$ cat src/rtl/lcd_blink_pkg.sv
package lcd_blink_pkg;

  typedef enum logic [1:0] {
    BLINK_OFF  = 2'd0,
    BLINK_FAST = 2'd1,
    BLINK_MID  = 2'd2,
    BLINK_SLOW = 2'd3
  } blinkRate_e;

  typedef enum logic [1:0] {
    MUX_STATIC = 2'd0,
    MUX_DUAL   = 2'd1,
    MUX_TRIPLE = 2'd2,
    MUX_QUAD   = 2'd3
  } muxMode_e;

  // Strobes from control to datapath
  typedef struct packed {
    logic restart;  // clear counter and phase this cycle
    logic blinkOn;  // a nonzero blink rate is selected
    logic swapOk;   // bank-swap blinking is requested and legal
  } blinkStrobe_t;

endpackage

$ cat src/rtl/lcd_blink_control.sv
module lcd_blink_control
  import lcd_blink_pkg::*;
#(
  parameter int NORM_BASE = 92160,
  parameter int SAVE_BASE = 15360,
  parameter int CW        = 18
) (
  input  logic               clk,
  input  logic               rst,
  input  logic [1:0]         blinkMode,
  input  logic               powerSave,
  input  logic               altBankBlink,
  input  logic [1:0]         muxMode,
  output blinkStrobe_t       strobe,
  output logic [CW-1:0]      halfLimit
);

  localparam int NormFast = NORM_BASE / 2 - 1;
  localparam int NormMid  = NORM_BASE - 1;
  localparam int NormSlow = 2 * NORM_BASE - 1;
  localparam int SaveFast = SAVE_BASE / 2 - 1;
  localparam int SaveMid  = SAVE_BASE - 1;
  localparam int SaveSlow = 2 * SAVE_BASE - 1;

  blinkRate_e rateNow;
  muxMode_e   muxNow;
  blinkRate_e ratePrev;
  muxMode_e   muxPrev;
  logic       savePrev;
  logic       cfgChanged;

  assign rateNow = blinkRate_e'(blinkMode);
  assign muxNow  = muxMode_e'(muxMode);

  always_ff @(posedge clk) begin
    if (rst) begin
      ratePrev <= BLINK_OFF;
      muxPrev  <= MUX_STATIC;
      savePrev <= 1'b0;
    end else begin
      ratePrev <= rateNow;
      muxPrev  <= muxNow;
      savePrev <= powerSave;
    end
  end

  assign cfgChanged = (rateNow != ratePrev) || (muxNow != muxPrev) ||
                      (powerSave != savePrev);

  always_comb begin
    strobe.blinkOn = (rateNow != BLINK_OFF);
    strobe.restart = cfgChanged || (rateNow == BLINK_OFF);
    strobe.swapOk  = altBankBlink &&
                     ((muxNow == MUX_STATIC) || (muxNow == MUX_DUAL));
  end

  always_comb begin
    halfLimit = '0;
    unique case (rateNow)
      BLINK_FAST: halfLimit = powerSave ? CW'(SaveFast) : CW'(NormFast);
      BLINK_MID:  halfLimit = powerSave ? CW'(SaveMid)  : CW'(NormMid);
      BLINK_SLOW: halfLimit = powerSave ? CW'(SaveSlow) : CW'(NormSlow);
      default:    halfLimit = '0;
    endcase
  end

endmodule

$ cat src/rtl/lcd_blink_datapath.sv
module lcd_blink_datapath
  import lcd_blink_pkg::*;
#(
  parameter int CW = 18
) (
  input  logic          clk,
  input  logic          rst,
  input  blinkStrobe_t  strobe,
  input  logic [CW-1:0] halfLimit,
  input  logic          dispEnable,
  output logic          segBlank,
  output logic          bankSel,
  output logic          blinkPhase
);

  logic [CW-1:0] divCount;
  logic          phaseDark;

  always_ff @(posedge clk) begin
    if (rst || strobe.restart) begin
      divCount  <= '0;
      phaseDark <= 1'b0;
    end else if (divCount >= halfLimit) begin
      divCount  <= '0;
      phaseDark <= ~phaseDark;
    end else begin
      divCount  <= divCount + 1'b1;
    end
  end

  assign blinkPhase = phaseDark;
  assign bankSel    = strobe.blinkOn && strobe.swapOk && phaseDark;
  assign segBlank   = !dispEnable ||
                      (strobe.blinkOn && !strobe.swapOk && phaseDark);

endmodule

$ cat src/rtl/lcd_blink_ctrl.sv
module lcd_blink_ctrl
  import lcd_blink_pkg::*;
#(
  parameter int NORM_BASE = 92160,
  parameter int SAVE_BASE = 15360
) (
  input  logic       clk,
  input  logic       rst,
  input  logic [1:0] blinkMode,
  input  logic       powerSave,
  input  logic       altBankBlink,
  input  logic [1:0] muxMode,
  input  logic       dispEnable,
  output logic       segBlank,
  output logic       bankSel,
  output logic       blinkPhase
);

  localparam int MaxBase = (NORM_BASE > SAVE_BASE) ? NORM_BASE : SAVE_BASE;
  localparam int CW      = $clog2(2 * MaxBase);

  blinkStrobe_t  strobe;
  logic [CW-1:0] halfLimit;

  lcd_blink_control #(
    .NORM_BASE(NORM_BASE),
    .SAVE_BASE(SAVE_BASE),
    .CW(CW)
  ) u_control (
    .clk(clk),
    .rst(rst),
    .blinkMode(blinkMode),
    .powerSave(powerSave),
    .altBankBlink(altBankBlink),
    .muxMode(muxMode),
    .strobe(strobe),
    .halfLimit(halfLimit)
  );

  lcd_blink_datapath #(
    .CW(CW)
  ) u_datapath (
    .clk(clk),
    .rst(rst),
    .strobe(strobe),
    .halfLimit(halfLimit),
    .dispEnable(dispEnable),
    .segBlank(segBlank),
    .bankSel(bankSel),
    .blinkPhase(blinkPhase)
  );

endmodule

$ cat config.mk
export PLATFORM = sky130hd
export DESIGN_NAME = lcd_blink_ctrl
export DESIGN_NICKNAME = d
export VERILOG_FILES = /design/src/rtl/lcd_blink_pkg.sv /design/src/rtl/lcd_blink_control.sv /design/src/rtl/lcd_blink_datapath.sv /design/src/rtl/lcd_blink_ctrl.sv
export SDC_FILE = /design/constraint.sdc
export NUM_CORES = 1
export LEC_CHECK = 0
export ABC_CLOCK_PERIOD_IN_PS = 2800
export BUFFER_PORTS_ARGS = -buffer_cell sky130_fd_sc_hd__clkbuf_2
export CAP_MARGIN = 20
export CORE_MARGIN = 2
export CORE_UTILIZATION = 45
export DETAILED_ROUTE_END_ITERATION = 10
export GPL_TIMING_DRIVEN = 0
export PLACE_DENSITY = 0.67
export SYNTH_ARGS = -nofsm -noshare
export SYNTH_HDL_FRONTEND = slang
export SYNTH_SLANG_ARGS = --single-unit
$ cat constraint.sdc
create_clock -name clk -period 2.8 [get_ports clk]
set_input_delay 0 -clock clk [delete_from_list [all_inputs] [get_ports clk]]
set_output_delay 0 -clock clk [all_outputs]
set_load 0.01 [all_outputs]
* After elaboration in Yosys (flattened, before gate mapping)
Index checks and enable logic that the tools add are counted. Widths: inputs -> output; s select.
Operators by class: $add $sub $neg 1, $lt $le $gt $ge 1, eq/ne operators 7, multiplexer cells 4, bitwise logic cells 1, reductions and logical operators 17
Operator list (count):
- $pmux 18 s3 | 1
- $add 18x1->18 const B | 1
- $ge 18x18->1 | 1
- $mux 18 | 1
- $mux 17 | 1
- $mux 16 | 1
- $logic_or 1x1->1 | 6
- $logic_and 1x1->1 | 5
- $eq 2x1->1 const B | 2
- $eq 2x2->1 const B | 2
- $logic_not 2->1 | 2
- $ne 2x2->1 | 2
- $logic_not 1->1 | 2
- $reduce_bool 2->1 | 1
- $reduce_or 2->1 | 1
- $ne 1x1->1 | 1
- $not 1->1 | 1
Storage, ports and cells: register bits 24, bits of input ports 9, output and inout bits 3, word-level logic and storage cells 36

* Logic depth before layout (Yosys ltp)
Gate-level depths: netlist of run 1.
depth after elaboration 7, depth in mapped cells 13

* Cells and area by module
From an unflattened synthesis of run 1, not the netlist that was laid out.
Unflattened totals: cell total of the unflattened synthesis 200, area, all modules 1674.1 µm²
Modules (own cells, without submodules):
- lcd_blink_datapath | times used 1, cells each 155, area each 1316.3 µm², sequential area each 380.4 µm²
- lcd_blink_control | times used 1, cells each 45, area each 357.8 µm², sequential area each 100.1 µm²

* Worst setup path after synthesis of run 1
Ideal clock, no wire load.
path kind input port to flip-flop, start in blinkMode[0], end reg u_datapath.divCount[3], arrival time 2.081 ns, required time 2.738 ns, setup slack 0.657 ns, stages 12, path buffers 3, cell sequence buf_4 or2_2 inv_1 ha_1 a21oi_1 o21ai_0 a21oi_1 o211ai_1 or3_1 buf_6 buf_12 nor2_4
Between the ends: longest elaborated chain between the ends 6
RTL lines:
- start, declared | RTL line lcd_blink_ctrl.sv:9 | input logic [1:0] blinkMode,
- parallel branches: the longest is 5 deep, another holds $ge 18x18->1
- $reduce_or 2->1 (no line) (*)
- end signal, assigned | RTL line lcd_blink_datapath.sv:27 | divCount <= divCount + 1'b1;
- end, declared | RTL line lcd_blink_datapath.sv:16 | logic [CW-1:0] divCount;
Mark *: on every way between the ends. A chain may end at the register's enable or synchronous reset.

* Final worst setup path of run 1
start in blinkMode[1], end reg u_datapath.divCount[12]
Same word-level chain as after synthesis.

==> results of run 1 <==
per-stage QoR:
step	total power, mW	std cells	setup slack (ps)	hold slack (ps)	utilization
after floorplan	0.397	170	657	66.7	-
after global placement	0.410	225	335	247	0.495
after detailed placement	0.413	225	276	266	0.495
after CTS	0.663	233	132	17.5	0.523
after global routing	0.689	233	18.3	24.8	0.525
final	0.659	233	180	36.2	0.525
placed cells by master (no fill, tap or decap), drive strengths merged, types with 6 or more instances in the layout:
cell and n:
nand3 7, ha 19, nor2 25, clkbuf 13
nor2b 7, nand4 6, xor2 14, a21oi 9
o21ai 6, dfxtp 24, nand2 11, inv 7
xnor2 6
worst max-delay path, delay by kind of cell:
kind	cells	cell delay (ps)
AOI/OAI and AO/OA	4	570
and+or+nand+nor	3	860
buffers and inverters	5	1180
adders and majority gates	1	260
power by group through the flow:
stage / registers [mW] / logic, mW / clock network (mW)
2_1_floorplan: 0.355 / 0.0419 / 0
3_3_place_gp: 0.355 / 0.0551 / 0
3_5_place_dp: 0.355 / 0.0581 / 0
4_1_cts: 0.348 / 0.0629 / 0.253
5_1_grt: 0.348 / 0.0718 / 0.269
6_report: 0.347 / 0.0639 / 0.248
metal layers:
| metal | part of all wire | global-route usage | vias up |
|---|---|---|---|
| met5 | 0 | 0 | - |
| met1 | 0.47 | 0.200 | 536 |
| met2 | 0.50 | 0.278 | 16 |
| met3 | 0.029 | 0.0432 | 2 |
| li1 | - | - | 616 |
| met4 | 0.0070 | 0.0444 | 0 |
sequential cells by signal, indices dropped and copies added, names as in the netlist:
name	cells
u_control.ratePrev	2
u_datapath.divCount	18
u_datapath.blinkPhase	1
u_control.muxPrev	2
u_control.savePrev	1
logic make-up (layout without fill, tap and decap cells):
family / after synthesis / after routing
simple gates: 71 / 71
flops: 24 / 24
compound gates: 22 / 22
xor+xnor: 20 / 20
fa+ha+maj: 19 / 19
buf+inv: 13 / 30
mux: 1 / 1
how the worst min path moves through the flow:
stage                from                    to  slack [ps]  depth (start not counted)
2_1_floorplan         rst    u_control.savePrev          70                          1
3_3_place_gp   muxMode[0]  u_control.muxPrev[0]         250                          2
3_5_place_dp   dispEnable              segBlank         270                          3
4_1_cts         powerSave    u_control.savePrev          20                          3
5_1_grt         powerSave    u_control.savePrev          20                          3
6_report        powerSave    u_control.savePrev          40                          3
repair_timing:
| item | CTS | global route |
|---|---|---|
| hold endpoints to repair | 5 | 0 |
| hold buffers | 4 | 0 |
| setup endpoints to repair | 0 | 10 |
| gates resized for setup | 0 | 1 |
area by class of cell:
class	instances	area, um^2	area share
Sequential cell	24	480	0.277
Buffer	5	53.8	0.0310
Clock buffer	3	22.5	0.0130
Timing Repair Buffer	13	85.1	0.0490
Inverter	8	33.8	0.0195
Clock inverter	1	30.0	0.0173
Multi-Input combinational cell	133	973	0.561
Tap cell	46	57.6	0.0331
==> metrics.cfg, run 1 <==
[synthesis]
synth.net_count = 198
synth-adder-area-share = 0.155
syn-cell-area_um2 = 1540
synthCells = 170
ys_top_cells_by_count = dfxtp_1, ha_1, nor2_1
synthArstFlopShare = 0
synth-xor-area-share = 0.114
synth-main-ff-cell = dfxtp_1
yosysSeqAreaShare = 0.312
synthMuxAreaShare = 0.00651
synthDistinctLibCells = 35
syn_area_per_cell_um2 = 9.05
synth-simple-area-share = 0.271
synth_compound_area_frac = 0.0871
synth_top_family_by_area = simple AND/OR/NAND/NOR gates
synth_most_common_cell = dfxtp_1
synth_top_area_frac = 0.312
synth_top_area_cell = dfxtp_1
yosys_warnings = 0
ys_ff_latch = 24
synth-edff-count = 0
netlist_top_cells_area = dfxtp_1, ha_1, xor2_1, nor2_4, nor2_1

[clock_tree]
cts.path.max_buffers = 2
post_cts_buffers = 0
clk_pin_slew_ps = 130
cts_inserted_buffers = 3
htree_levels = 1
cts-root-buf = clkbuf_4
cts_tree = yes
insertion_delay_ps = 310
cts.sinks = 24

[die]
coreArea_um2 = 3310
ios = 12
initial_core_util = 0.464
rows = 21
die_h_um = 62.5
dieWidth_um = 62.5
dieArea_um2 = 3900

[timing]
skew_ps = 7.20
finalHoldViolations = 0
setup_viol = 0
fmax_mhz = 382
period_share = 0.936
max_slew_margin = 0.787
min_period_ps = 2620
drv_slew = 0
rsz0062_at_grt = false
setup-tns-final_ps = 0
tightest_slew_ps = 320

[grt]
antenna_found_initial = 0
grt_max_degree = 15
grt_overflow = 0
grt_pass1_wl_mm = 5.10
grt_usage = 0.162
grt_pass1_vias = 1173

[critical_path]
crit_path_top_delay_cell = dlygate4sd3_1
path_cells = dlygate4sd3_1 -> buf_6 -> or2_2 -> clkinvlp_4 -> ha_1 -> a21oi_1 -> o21ai_0 -> a21oi_1 -> o211ai_1 -> or3_1 -> buf_6 -> buf_12 -> nor2_4
cp_max_fo = 10
end_kind = flop
crit_end = u_datapath.divCount[12]
startpoint_type = input port
required_ps = 3060
max_stage_delay_ps = 550
r2r_slack_ps = 590
rr_endpoint = u_datapath.divCount[12]
crit_start = blinkMode[1]
worstPathArrival_ps = 2880
critical_path_class = input port to flop
rr_worst_depth = 9
r2r_start = u_datapath.divCount[11]

[pwr]
netSwitchingPower_mw = 0.140
p_seq_frac = 0.527
p_per_area_nw_per_um2 = 379
peakVddDrop_uv = 208
p_leak_nw = 0.689
combinationalPowerShare = 0.097
switching_share = 0.212
clock_power_share = 0.376
internal_power_mw = 0.519

[run]
drv_cap = 0

[cells_and_area]
layout.nets = 216
num_antenna_cells = 0
drive_above_1_share = 0.160
fillers = 322
area_growth_syn_to_layout_pct = 12.9
fin_area_um2 = 1740

[status]
status = finished clean

[detailed_routing]
drt-initial-drc-count = 69
num_vias = 1170
wl_per_cell_um = 12.2
ant_nets = 0
drcViolationCount = 0
routed_wl_mm = 2.85
dr.pass1.iters = 4
viasPerCell = 5.02

[placement]
io_buffers = 9
routabilityCongestion = 0.851
placed_area_um2 = 1640
dp_hpwl_mm = 2.24

[hold_path]
hold_class = input port to flop

Note: power is estimated with default switching activity, not from simulation.
==> run 2: changes to the inputs <==
--- a/config.mk
+++ b/config.mk
@@ -5,7 +5,6 @@
 export SDC_FILE = /design/constraint.sdc
 export NUM_CORES = 1
 export LEC_CHECK = 0
-export ABC_CLOCK_PERIOD_IN_PS = 2800
 export BUFFER_PORTS_ARGS = -buffer_cell sky130_fd_sc_hd__clkbuf_2
 export CAP_MARGIN = 20
 export CORE_MARGIN = 2
@@ -13,6 +12,7 @@
 export DETAILED_ROUTE_END_ITERATION = 10
 export GPL_TIMING_DRIVEN = 0
 export PLACE_DENSITY = 0.67
+export REMOVE_ABC_BUFFERS = 1
 export SYNTH_ARGS = -nofsm -noshare
 export SYNTH_HDL_FRONTEND = slang
 export SYNTH_SLANG_ARGS = --single-unit
==> metrics.cfg, run 2 (same netlist as run 1, synthesis figures left out) <==
[clock_tree]
ctsResizeCount = 0  ; unchanged
cts.sinks = 24  ; unchanged
clk_pin_slew_ps = 140  ; about the same
cts.path.max_buffers = 2  ; unchanged
cts-root-buf = clkbuf_4
insertion_delay_ps = 320  ; about the same
htree_levels = 1  ; unchanged
cts_tree = yes
cts_inserted_buffers = 3  ; unchanged

[run]
drv_cap = 0  ; unchanged

[die]
dieArea_um2 = 3900  ; unchanged
dieWidth_um = 62.5  ; unchanged
die_h_um = 62.5  ; unchanged
ios = 12  ; unchanged
coreArea_um2 = 3310  ; unchanged
initial_core_util = 0.464  ; unchanged
rows = 21  ; unchanged

[grt]
grt_use_met2 = 0.261  ; -0.0175
antenna_found_initial = 0  ; unchanged
grt_max_degree = 19  ; +4
top_usage_layer = met2
grtUsageMet3 = 0.0432  ; unchanged
use_met1 = 0.194  ; -0.00612
grt_overflow = 0  ; unchanged
grt_pass1_wl_mm = 4.84  ; -5.2%
grt_usage = 0.153  ; -0.00861
grt_pass1_vias = 1164  ; -0.77%

[timing]
period_share = 0.808  ; -0.127
drv_slew = 0  ; unchanged
setup-tns-final_ps = 0  ; unchanged
max_slew_margin = 0.746  ; -0.0402
finalHoldViolations = 0  ; unchanged
holdWs_ps = 33.6  ; -2.60 ps
tightest_slew_ps = 380  ; +60.3 ps
skew_ps = 11.2  ; +3.97 ps
min_period_ps = 2260  ; -357 ps
setup_viol = 0  ; unchanged
rsz0062_at_grt = false
fmax_mhz = 442  ; +16%

[critical_path]
worstPathArrival_ps = 2520  ; -360 ps
path_cells = ha_1 -> a21oi_1 -> nor2_1 -> a211oi_1 -> o211ai_1 -> or3_1 -> buf_16 -> nor2_1
rr_worst_depth = 8  ; -1
required_ps = 3060  ; about the same
crit_start = u_datapath.divCount[11]
startpoint_type = flop
critical_path_class = flop to flop
max_stage_delay_ps = 570  ; +20 ps
cp_common_cell = nor2_1
r2r_slack_ps = 540  ; -50 ps
cp_max_fo = 14  ; +4
end_kind = flop
crit_path_top_delay_cell = or3_1
rr_endpoint = u_datapath.divCount[10]
r2r_start = u_datapath.divCount[11]

[detailed_routing]
viasPerCell = 5.00  ; -0.43%
ant_nets = 0  ; unchanged
drt-initial-drc-count = 27  ; -61%
dr.pass1.iters = 4  ; unchanged
wl_per_cell_um = 12.1  ; -0.87%
routed_wl_mm = 2.80  ; -1.7%
num_vias = 1155  ; -1.3%
drcViolationCount = 0  ; unchanged

[hold_path]
min_path_cells = 2  ; -1
hold_end = u_control.ratePrev[1]
hold_class = input port to flop
hold_start = blinkMode[1]

[cells_and_area]
layout.nets = 214  ; -0.93%
area_growth_syn_to_layout_pct = 10.6
largest_reg_flops = 18  ; unchanged
top_regs = u_datapath.divCount x18, u_control.muxPrev x2, u_control.ratePrev x2
final_cells = 231  ; -0.86%
drive_above_1_share = 0.151  ; -0.00908
mostFrequentLayoutCells = dfxtp_1, ha_1, nor2_1, xor2_1
mostFrequentLayoutCell = dfxtp_1
regMostFlops = u_datapath.divCount
num_antenna_cells = 0  ; unchanged

[status]
status = finished clean

[placement]
dp_hpwl_mm = 2.11  ; -5.8%
routabilityCongestion = 0.811  ; -4.7%
io_buffers = 11  ; +2
post-place-cells = 222  ; -1.3%

[pwr]
p_leak_nw = 0.685  ; -0.61%
peakVddDrop_uv = 296  ; +43%
p_per_area_nw_per_um2 = 348  ; -8.4%

==> run 2: worst max-delay path, delay by kind of cell (launching register included) <==
family          cells  cell delay, ps
compound gates      3             560
fa+ha+maj           1             310
buf+inv             1             240
flops               1             360
simple gates        3             730
==> run 2: routing by layer <==
layer / up-vias / share of wire
li1: 617 / -
met1: 526 / 0.47
met2: 10 / 0.50
met3: 2 / 0.027
met4: 0 / 0.0061
met5: - / 0
==> run 2: report_power, final <==
group	internal, mW	switching [mW]	total (mW)
registers	0.345	0.00212	0.348
clock network	0.0795	0.104	0.183
logic	0.0273	0.0329	0.0601
total	0.452	0.139	0.591
==> run 2: worst max-delay path by stage <==
stage | slack (ps) | cells after the start | end
6_report | 540 | 8 | u_datapath.divCount[10]
5_1_grt | 410 | 11 | u_datapath.divCount[8]
4_1_cts | 220 | 6 | u_datapath.divCount[9]
3_5_place_dp | 30 | 9 | u_datapath.divCount[17]
3_3_place_gp | 130 | 10 | u_datapath.divCount[3]
2_1_floorplan | 590 | 9 | u_datapath.divCount[11]
==> run 2: cell type report <==
class	count	area [um^2]
tap	46	57.6
timing repair buffer	16	123
clock buffer	4	36.3
fill	335	1610
sequential	24	480
multi-input combinational	133	973
inverter	8	30.0
==> run 2: repair_timing <==
| action | 4_1_cts | 5_1_grt |
|---|---|---|
| setup buffers | 0 | 0 |
| hold buffers | 4 | 0 |
| endpoints found under the hold margin | 5 | 0 |
==> run 2: stage by stage <==
| stage | area, um^2 | utilization | power [mW] | setup WS [ps] |
|---|---|---|---|---|
| after floorplan | 1480 | - | 0.390 | 593 |
| after global placement | 1600 | 0.482 | 0.406 | 126 |
| final | 1700 | 0.514 | 0.591 | 537 |
| after CTS | 1670 | 0.505 | 0.601 | 223 |
| after detailed placement | 1600 | 0.482 | 0.410 | 34.4 |
| after global routing | 1700 | 0.514 | 0.623 | 409 |
==> run 3: changes to the inputs <==
==> constraint.sdc (replaced) <==
create_clock -name clk -period 2.2 [get_ports clk]
set_input_delay 0 -clock clk [delete_from_list [all_inputs] [get_ports clk]]
set_output_delay 0 -clock clk [all_outputs]
set_load 0.01 [all_outputs]
==> metrics.cfg, run 3 (same netlist as run 1, synthesis figures left out) <==
[timing]
skew_ps = 11.2  ; +0.0524 ps
setup_viol = 0  ; unchanged
finalHoldViolations = 0  ; unchanged
drv_slew = 0  ; unchanged
period_share = 0.939  ; +0.130
min_period_ps = 2070  ; -198 ps
fmax_mhz = 484  ; +9.6%
layout_setup_ws_ps = 135  ; -402 ps
rsz0062_at_grt = false
max_slew_margin = 0.757  ; +0.0104
tightest_slew_ps = 365  ; -15.5 ps
setup-tns-final_ps = 0  ; unchanged

[placement]
pre_cts_ws_ps = -566  ; -600 ps
routabilityCongestion = 0.811  ; unchanged
placed_area_um2 = 1600  ; unchanged
dp_hpwl_mm = 2.11  ; unchanged
io_buffers = 11  ; unchanged

[pwr]
peakVddDrop_uv = 378  ; +27%
switching_share = 0.235  ; -0.000288
p_per_area_nw_per_um2 = 448  ; +29%
total_power_mw = 0.751  ; +27%
clock_power_share = 0.310  ; about the same
combinationalPowerShare = 0.101  ; about the same
netSwitchingPower_mw = 0.176  ; +27%
p_seq_frac = 0.589  ; about the same
internal_power_mw = 0.575  ; +27%
p_leak_nw = 0.673  ; -1.8%

[critical_path]
max_stage_delay_ps = 560  ; about the same
required_ps = 2450  ; -610 ps
startpoint_type = flop
cp_num_buf_inv = 1  ; unchanged
end_kind = flop
worstPathArrival_ps = 2320  ; -200 ps
cp_max_fo = 18  ; +4
path_cells = inv_1 -> ha_1 -> nand2b_1 -> a21oi_1 -> nor3_1 -> o21a_1 -> or3_4 -> nor2_1
rr_worst_depth = 8  ; unchanged
r2r_slack_ps = 130  ; -400 ps
crit_path_top_delay_cell = or3_4
critical_path_class = flop to flop
r2r_start = u_datapath.divCount[0]
critical_path.top_delay_family = simple AND/OR/NAND/NOR gates
cp_num_cells = 8  ; unchanged
rr_endpoint = u_datapath.divCount[9]
crit_end = u_datapath.divCount[9]
crit_start = u_datapath.divCount[0]

[grt]
grt_pass1_vias = 1171  ; +0.60%
grt_pass1_wl_mm = 4.86  ; +0.58%
grt_usage = 0.155  ; +0.00153
grt_max_degree = 19  ; unchanged
grt_overflow = 0  ; unchanged
antenna_found_initial = 0  ; unchanged

[detailed_routing]
ant_nets = 0  ; unchanged
viasPerCell = 5.00  ; about the same
wl_per_cell_um = 12.2  ; +0.51%
drcViolationCount = 0  ; unchanged
dr.pass1.iters = 4  ; unchanged
routed_wl_mm = 2.81  ; about the same
drt-initial-drc-count = 31  ; +15%
num_vias = 1149  ; -0.52%

[hold_path]
hold_class = input port to flop
min_path_cells = 2  ; unchanged

[cells_and_area]
fin_area_um2 = 1680  ; -1.3%
top_regs = u_datapath.divCount x18, u_control.muxPrev x2, u_control.ratePrev x2
area_growth_syn_to_layout_pct = 9.11
mostFrequentLayoutCells = dfxtp_1, ha_1, nor2_1, xor2_1
layout.nets = 213  ; -0.47%
num_antenna_cells = 0  ; unchanged
largest_reg_flops = 18  ; unchanged
drive_above_1_share = 0.152  ; +0.000823
regMostFlops = u_datapath.divCount
mostFrequentLayoutCell = dfxtp_1

[die]
ios = 12  ; unchanged
initial_core_util = 0.464  ; unchanged
die_h_um = 62.5  ; unchanged
rows = 21  ; unchanged
coreArea_um2 = 3310  ; unchanged
dieWidth_um = 62.5  ; unchanged
dieArea_um2 = 3900  ; unchanged

[clock_tree]
post_cts_buffers = 0  ; unchanged
cts.sinks = 24  ; unchanged
cts_tree = yes
insertion_delay_ps = 320  ; about the same
htree_levels = 1  ; unchanged
cts_inserted_buffers = 3  ; unchanged
cts-root-buf = clkbuf_4
cts.path.max_buffers = 2  ; unchanged
clk_pin_slew_ps = 140  ; about the same

[status]
status = finished clean

[run]
drv_cap = 0  ; unchanged

run 3: cell count changes in the layout (fill, tap and decap cells not counted):
cell    before  now
buf_16       1    0
or3_1        1    0
or3_4        0    1
run 3: per-layer routing:
layer	up-vias	part of all wire	track usage
met1	525	0.47	0.193
met2	10	0.50	0.267
met3	2	0.029	0.0432
met4	0	0.0071	0.0333
met5	-	0	0
li1	612	-	-
run 3: final cells by class:
type	instances	area [um^2]
Multi-Input combinational cell	133	978
Tap cell	46	57.6
Timing Repair Buffer	15	95.1
Clock buffer	4	36.3
Inverter	8	30.0
Sequential cell	24	480
Fill cell	341	1630
run 3: metrics by stage:
step | hold WS [ps] | utilization | std cells
after global placement | 243 | 0.482 | 222
final | 34.7 | 0.507 | 230
after floorplan | 66.7 | - | 165
after global routing | 10.2 | 0.507 | 230
after detailed placement | 265 | 0.482 | 222
after CTS | 21.5 | 0.507 | 230
run 3: power by group through the flow:
stage | Combinational (mW) | Clock [mW] | Sequential [mW]
floorplan | 0.0445 | 0 | 0.451
finish | 0.0755 | 0.233 | 0.442
detailed placement | 0.0696 | 0 | 0.452
global placement | 0.0657 | 0 | 0.452
global route | 0.0859 | 0.262 | 0.443
CTS | 0.0755 | 0.247 | 0.443
run 3: worst reg2reg max path, delay by kind of cell, from the launching register on:
| kind | cells | cell delay, ps |
|---|---|---|
| AOI/OAI and AO/OA | 2 | 350 |
| adders and majority gates | 1 | 280 |
| buffers and inverters | 1 | 60 |
| DFF | 1 | 400 |
| and+or+nand+nor | 4 | 920 |
run 3: how the worst min path moves through the flow:
stage	end	slack, ps	start
2_1_floorplan	u_control.savePrev	70	rst
3_3_place_gp	u_control.savePrev	240	rst
3_5_place_dp	u_control.savePrev	260	rst
4_1_cts	u_control.ratePrev[1]	20	blinkMode[1]
5_1_grt	u_control.ratePrev[1]	10	blinkMode[1]
6_report	u_control.ratePrev[1]	30	blinkMode[1]
run 3: repair_timing:
action                                 CTS  global route
hold buffers                             4             0
setup endpoints to repair               18             6
gates resized for setup                  2             0
pin swaps                                0             1
endpoints found under the hold margin    5             0
